[src/rtl/sflash_seq.sv]
module sflash_seq #(
  parameter int SEQS   = 16,
  parameter int STEPS  = 8,
  parameter int ADDR_W = 32
) (
  input  logic                                         clk,
  input  logic                                         rst_n,
  input  logic                                         tbl_we,
  input  logic [$clog2(SEQS)+$clog2(STEPS)-1:0]        tbl_addr,
  input  logic [15:0]                                  tbl_wdata,
  input  logic                                         start,
  input  logic [$clog2(SEQS)-1:0]                      start_seq,
  input  logic [ADDR_W-1:0]                            start_addr,
  input  logic [7:0]                                   tx_data,
  output logic                                         tx_pop,
  output logic [7:0]                                   rx_data,
  output logic                                         rx_push,
  output logic                                         cs_n,
  output logic                                         sck_en,
  output logic [3:0]                                   io_out,
  output logic [3:0]                                   io_oe,
  input  logic [3:0]                                   io_in,
  output logic                                         busy,
  output logic                                         done
);
  localparam int SEQ_W  = $clog2(SEQS);
  localparam int STEP_W = $clog2(STEPS);
  localparam int TBL    = SEQS * STEPS;

  localparam logic [5:0] OP_CMD = 6'd1, OP_ADDR = 6'd2, OP_DUMMY = 6'd3, OP_MODE = 6'd4,
                         OP_READ = 6'd7, OP_WRITE = 6'd8, OP_JUMP = 6'd9;

  typedef enum logic [1:0] {S_IDLE, S_LOAD, S_SHIFT, S_END} st_t;
  typedef enum logic [1:0] {K_OUT, K_IN, K_WAIT} kind_t;

  logic [15:0]       tbl    [TBL];
  logic [STEP_W-1:0] resume [SEQS];
  st_t               st;
  kind_t             kind;
  logic [SEQ_W-1:0]  seq;
  logic [STEP_W-1:0] step;
  logic [ADDR_W-1:0] addr, sh;
  logic [11:0]       left, nleft;
  logic [2:0]        w;
  logic [7:0]        rxb;
  logic              wr;

  wire [15:0] ent   = tbl[{seq, step}];
  wire [5:0]  code  = ent[15:10];
  wire [7:0]  opd   = ent[7:0];
  wire [2:0]  lw    = (ent[9:8] == 2'd1) ? 3'd2 : (ent[9:8] == 2'd2) ? 3'd4 : 3'd1;
  wire [7:0]  abits = (opd > 8'(ADDR_W)) ? 8'(ADDR_W) : opd;
  wire        known = code inside {OP_CMD, OP_ADDR, OP_DUMMY, OP_MODE, OP_READ, OP_WRITE};
  wire        last  = (step == STEP_W'(STEPS - 1));
  wire        at_byte = (left[2:0] == w);
  wire        fin   = (left <= {9'd0, w});
  wire [7:0]  rx_next = (w == 3'd4) ? {rxb[3:0], io_in} :
                        (w == 3'd2) ? {rxb[5:0], io_in[1:0]} : {rxb[6:0], io_in[1]};
  wire [3:0]  mask  = (w == 3'd4) ? 4'hF : (w == 3'd2) ? 4'h3 : 4'h1;

  always_comb begin
    case (code)
      OP_CMD, OP_MODE:   nleft = 12'd8;
      OP_ADDR:           nleft = {4'd0, abits};
      OP_DUMMY:          nleft = {4'd0, opd} * {9'd0, lw};
      OP_READ, OP_WRITE: nleft = {1'b0, opd, 3'b000};
      default:           nleft = 12'd0;
    endcase
  end

  assign busy   = (st != S_IDLE);
  assign done   = (st == S_END);
  assign cs_n   = !(st == S_LOAD || st == S_SHIFT);
  assign sck_en = (st == S_SHIFT);
  assign io_oe  = (st == S_SHIFT && kind == K_OUT) ? mask : 4'h0;
  assign io_out = io_oe & ((w == 3'd4) ? sh[ADDR_W-1 -: 4] :
                           (w == 3'd2) ? {2'b00, sh[ADDR_W-1 -: 2]} : {3'b000, sh[ADDR_W-1]});
  assign tx_pop = (st == S_LOAD && code == OP_WRITE && opd != 8'd0) ||
                  (st == S_SHIFT && kind == K_OUT && wr && at_byte && !fin);

  always_ff @(posedge clk or negedge rst_n) begin
    if (!rst_n) begin
      for (int i = 0; i < TBL; i++) tbl[i] <= 16'h0000;
      for (int i = 0; i < SEQS; i++) resume[i] <= '0;
      tbl[0] <= {OP_CMD,  2'd0, 8'h03};
      tbl[1] <= {OP_ADDR, 2'd0, 8'd24};
      tbl[2] <= {OP_READ, 2'd0, 8'd8};
      tbl[3] <= {OP_JUMP, 2'd0, 8'd0};
      st <= S_IDLE; kind <= K_OUT; seq <= '0; step <= '0;
      addr <= '0; sh <= '0; left <= '0; w <= 3'd1; rxb <= '0; wr <= 1'b0;
      rx_data <= '0; rx_push <= 1'b0;
    end else begin
      rx_push <= 1'b0;
      if (tbl_we) tbl[tbl_addr] <= tbl_wdata;
      case (st)
        S_IDLE: if (start) begin
          seq  <= start_seq;
          step <= resume[start_seq];
          addr <= start_addr;
          st   <= S_LOAD;
        end
        S_LOAD: begin
          w    <= lw;
          left <= nleft;
          wr   <= (code == OP_WRITE);
          case (code)
            OP_CMD, OP_MODE: begin sh <= {opd, {(ADDR_W-8){1'b0}}}; kind <= K_OUT; end
            OP_ADDR:         begin sh <= addr << (ADDR_W - int'(abits)); kind <= K_OUT; end
            OP_WRITE:        begin sh <= {tx_data, {(ADDR_W-8){1'b0}}}; kind <= K_OUT; end
            OP_READ:         kind <= K_IN;
            default:         kind <= K_WAIT;
          endcase
          if (code == OP_JUMP) begin
            resume[seq] <= opd[STEP_W-1:0];
            st <= S_END;
          end else if (!known) st <= S_END;
          else if (nleft != 12'd0) st <= S_SHIFT;
          else if (last) st <= S_END;
          else step <= step + 1'b1;
        end
        S_SHIFT: begin
          sh   <= sh << w;
          left <= left - {9'd0, w};
          if (kind == K_IN) begin
            rxb <= rx_next;
            if (at_byte) begin rx_data <= rx_next; rx_push <= 1'b1; end
          end
          if (wr && at_byte && !fin) sh <= {tx_data, {(ADDR_W-8){1'b0}}};
          if (fin) begin
            if (last) st <= S_END;
            else begin step <= step + 1'b1; st <= S_LOAD; end
          end
        end
        default: st <= S_IDLE;
      endcase
    end
  end

  assert_quiet_deselect_R11: assert property (@(posedge clk) disable iff (!rst_n)
    cs_n |-> (!sck_en && io_oe == 4'h0));
  assert_done_to_idle_R11: assert property (@(posedge clk) disable iff (!rst_n)
    done |=> (!busy && !done));
  assert_lane_mask_R1: assert property (@(posedge clk) disable iff (!rst_n)
    (io_oe == 4'h0 || io_oe == 4'h1 || io_oe == 4'h3 || io_oe == 4'hF));
  assert_begin_on_start_R3: assert property (@(posedge clk) disable iff (!rst_n)
    $rose(busy) |-> $past(start));
  assert_push_after_read_R7: assert property (@(posedge clk) disable iff (!rst_n)
    rx_push |-> ($past(sck_en) && $past(io_oe) == 4'h0));
  assert_pop_selected_R8: assert property (@(posedge clk) disable iff (!rst_n)
    tx_pop |-> !cs_n);
endmodule

[config.mk]
export PLATFORM = sky130hd
export DESIGN_NAME = sflash_seq
export DESIGN_NICKNAME = d
export VERILOG_FILES = /design/src/rtl/sflash_seq.sv
export SDC_FILE = /design/constraint.sdc
export NUM_CORES = 2
export LEC_CHECK = 0
export ABC_AREA = 1
export CORE_MARGIN = 10
export CORE_UTILIZATION = 60
export CTS_CLUSTER_DIAMETER = 50
export DETAILED_ROUTE_END_ITERATION = 8
export PLACE_DENSITY_LB_ADDON = 0.3
export SYNTH_ARGS = -nofsm -noshare
export SYNTH_HDL_FRONTEND = slang
export SYNTH_SLANG_ARGS = --single-unit
[constraint.sdc]
create_clock -name clk -period 10.25 [get_ports clk]
set_clock_uncertainty 0.15 [all_clocks]
set_input_delay 3.075 -clock clk [delete_from_list [all_inputs] [get_ports clk]]
set_output_delay 3.075 -clock clk [all_outputs]
set_load 0.01 [all_outputs]
==> summary.md <==
| Metric | Value |
|---|---|
| Status | `completed` |
| Placed insts | `14386` |
| Initial Util | `about 60%` |
| Number of buffers added for setup after CTS | `0` |
| Final number of hold-violating endpoints | `0` |
| Maximum clock insertion buffer count | `3` |
| Sinks on Clock Net | `between 2000 and 2500` |
| Clk pwr share | `25.7%` |
| DR pass1 iterations | `9` |
| Req. time, crit path | `7030 ps` |
| Routability congestion estimate | `0.9214` |
| Unrepaired setup endpoints after global routing | `false` |
| Die Y | `435.4 µm` |
| Largest net degree at the start of global routing | `193` |
| PD cells | `296.1 mW/mm²` |
| CTS buffer count | `228` |
| Post-DP HPWL | `193800 µm` |
| Multi-input gate area | `0.04201 mm²` |
| Min Clock Period, post-route | `approximately 9800 ps` |
| CP Class | `reg -> out` |
| Initial antenna violation count | `7` |
| Flop2flop setup slack | `approximately 1800 ps` |
| Commonest non-fill, non-tap cells in the layout | `nand2_1 (3486), o21ai_0 (2766), dfrtp_1 (2187), nor2_1 (1176), nand3_1 (717)` |
| Hold_sp | `tbl[127]$_DFFE_PN0P_` |
| Share of cells above drive strength 1 | `under 10%` |
| Leak | `51.51 nW` |
| Internal power | `roughly 19 mW` |
| Final worst slack | `419.1 ps` |
| Psw | `approximately 15 mW` |
| Synth Flop Type | `dfrtp_1` |
| FF/Latch Area | `0.05516 mm²` |
| Worst-path fanout max | `147` |
| Combinational group share of total power | `43.3%` |
| Startpoint types | `flop` |
| Sequential Power Share | `roughly 31%` |
| Core area | `0.1715 mm²` |
| R2R depth | `33` |
| Relative max-transition margin | `6.595%` |
| CTS clock-pin slew for the worst setup and hold paths | `60 ps` |
| Worst Max-Slew Pin Slew | `1386 ps` |
| Max-cap violations | `0` |
| Vias per inst | `6.241` |
| Total track usage | `33.84%` |
| Cell Count, Final, Fillers Out | `roughly 15000` |
| DRC violations left | `0` |
| Reg2Reg Capture Point | `step[0]$_DFFE_PN0P_` |
| Syn Nets | `13027` |
| Drt wl/cell | `22.30 µm` |
| Number of synthesized flops with an enable pin | `0` |
| Commonest non-fill, non-tap cell in the layout | `nand2_1` |
| Total power | `33.22 mW` |
| Post-placement setup slack | `1581 ps` |
| H-tree depth | `4` |
| Fin Setup TNS | `0 ps` |
| Via count | `92472` |
| Synth warn | `0` |
| Final setup fails | `0` |
| Grt total ovfl | `0` |
| Synth unique cells | `61` |
| Num rows | `152` |
| Worst Hold Depth | `2` |
| Async S/R FF share, synth | `100.0%` |
| Syn avg cell area | `8.013 µm²` |
| Period Utilization, post-route | `roughly 96%` |
| Port Buffer Count | `96` |
| Peak supply drop | `about 0.5 mV` |
| Number of global-route vias before repair | `87369` |
| Final WL | `roughly 330000 µm` |
| Area grow syn2layout | `8.359%` |
| Final Max Tran Viols | `0` |
| Hold EP | `tbl[127]$_DFFE_PN0P_` |
| Die area | `approximately 0.19 mm²` |
| Initial detailed-routing violation count | `13709` |
| Reg2reg start | `step[0]$_DFFE_PN0P_` |
| # hold bufs at CTS | `0` |
| CTS tree | `yes` |
| Fin Hold WS | `between 300 and 400 ps` |
| Fill cells | `14072` |
| Antenna-violating nets left | `0` |
| Die width | `435.4 µm` |
| Critical path endpoint category | `output port` |
| Clock latency at the later pin of the worst-skew pair | `900 ps` |
| CTS Root Cell | `clkbuf_16` |
| Total I/O pin count | `between 90 and 100` |
| Final Net Count | `12411` |
| Post-cts resize count | `0` |
| Mapped Cells | `approximately 13000` |
| Fmax achieved | `around 100 MHz` |
| Crit path DAT | `6610 ps` |
| Sw frac | `between 40% and 50%` |
| Sequential cell area fraction in the yosys report | `between 50% and 60%` |
| Mapped Area | `just over 0.1 mm²` |
| First-pass GRT wire length | `512100 µm` |
| Register bit count reported by yosys | `2203` |
| HP Class | `reg -> reg` |
-- stage by stage --
| step | util (%) | area, µm² |
|---|---|---|
| after floorplan | - | 103500 |
| after global placement | 60.88 | 104400 |
| final | 65.41 | 112200 |
| after CTS | 65.41 | 112200 |
| after global routing | 65.41 | 112200 |
| after detailed placement | 60.88 | 104400 |
-- worst max-delay path: stages (launching register included) --
cell and delay (ps):
dfrtp_4 750, inv_8 860, buf_4 490, nand2_1 90, o211ai_1 100, nand2_1 80, nand3_1 100, nand2_1 70
o21ai_0 1060, nand2_1 250, nor2_1 270, nand2_1 100, nor2_2 100, nand2_2 110, nor2_1 230, o22ai_1 200
clkdlybuf4s50_1 570
-- cells by family after synthesis --
kind of cell / count (synthesis) / share of synthesized area, %
AOI/OAI and AO/OA: 3535 / 18.11
xor gates and xnor gates: 10 / 0.1245
adders and majority gates: 30 / 0.4205
buffers and inverters: 1564 / 6.257
DFF: 2203 / 53.25
muxes: 49 / 0.5111
and+or+nand+nor: 5531 / 21.33
-- power groups by stage --
stage	logic (mW)	registers, mW	clock network, mW
2_1_floorplan	10.1	10.1	0
3_3_place_gp	13.8	10.4	0
3_5_place_dp	14.0	10.4	0
4_1_cts	14.0	10.3	8.55
5_1_grt	15.7	10.4	8.91
6_report	14.4	10.3	8.52
-- synth_stat cells, types with 11 or more instances --
cell type | instances | area, µm²
nand2_1 | 3486 | 13090
mux2_2 | 31 | 349.1
nor2_2 | 12 | 75.07
dfstp_2 | 13 | 341.6
o221ai_1 | 76 | 665.6
o21ai_1 | 136 | 680.7
nand3_1 | 717 | 3588
a31oi_1 | 17 | 106.4
nor2_1 | 1183 | 4441
o311ai_0 | 12 | 105.1
nand4_1 | 31 | 193.9
o211ai_1 | 174 | 1306
inv_1 | 437 | 1640
nor3_1 | 49 | 245.2
buf_4 | 37 | 277.8
mux2i_1 | 18 | 180.2
o22ai_1 | 55 | 344.1
ha_1 | 22 | 275.3
a21oi_1 | 234 | 1171
nor4_1 | 11 | 68.82
buf_1 | 38 | 142.6
a41oi_1 | 11 | 96.34
buf_2 | 211 | 1056
o31ai_1 | 14 | 105.1
clkbuf_1 | 793 | 2977
o21ai_0 | 2766 | 13840
buf_6 | 27 | 304.0
clkinv_1 | 11 | 41.29
a22oi_1 | 16 | 120.1
dfrtp_1 | 2190 | 54800
-- metal layers --
layer  vias to the layer above  track usage, %  wire [µm]
met2                      5386           50.57     143900
li1                      41404               -          -
met3                      1048           8.296      36840
met4                         8           19.03      20760
met1                     44626           45.30     128900
met5                         -               0         57
-- layout make-up --
| cell class | count | area share, % |
|---|---|---|
| Antenna cell | 2 | 0.004460 |
| Clock buffer | 344 | 6.071 |
| Clock inverter | 85 | 0.8464 |
| Inverter | 458 | 1.590 |
| Multi-Input combinational cell | 9155 | 37.44 |
| Sequential cell | 2203 | 49.16 |
| Tap cell | 2310 | 2.576 |
| Timing Repair Buffer | 260 | 2.315 |
-- worst max path at each step --
stage	to	from	depth (start not counted)	slack [ps]
2_1_floorplan	step[2]$_DFFE_PN0P_	step[0]$_DFFE_PN0P_	42	3910
3_5_place_dp	tx_pop	step[0]$_DFFE_PN0P_	16	1580
3_3_place_gp	tx_pop	step[0]$_DFFE_PN0P_	16	1600
4_1_cts	tx_pop	step[0]$_DFFE_PN0P_	16	630
5_1_grt	tx_pop	step[0]$_DFFE_PN0P_	16	250
6_report	tx_pop	step[0]$_DFFE_PN0P_	16	420
-- sequential cells by signal, indices dropped and copies added (netlist names) --
signal	flops
seq	4
wr	1
tbl	2048
addr	32
kind	2
step	3
rxb	7
resume	48
rx_push	1
st	2
sh	32
left	12
w	3
rx_data	8
Power figures use the tool's default switching activity.
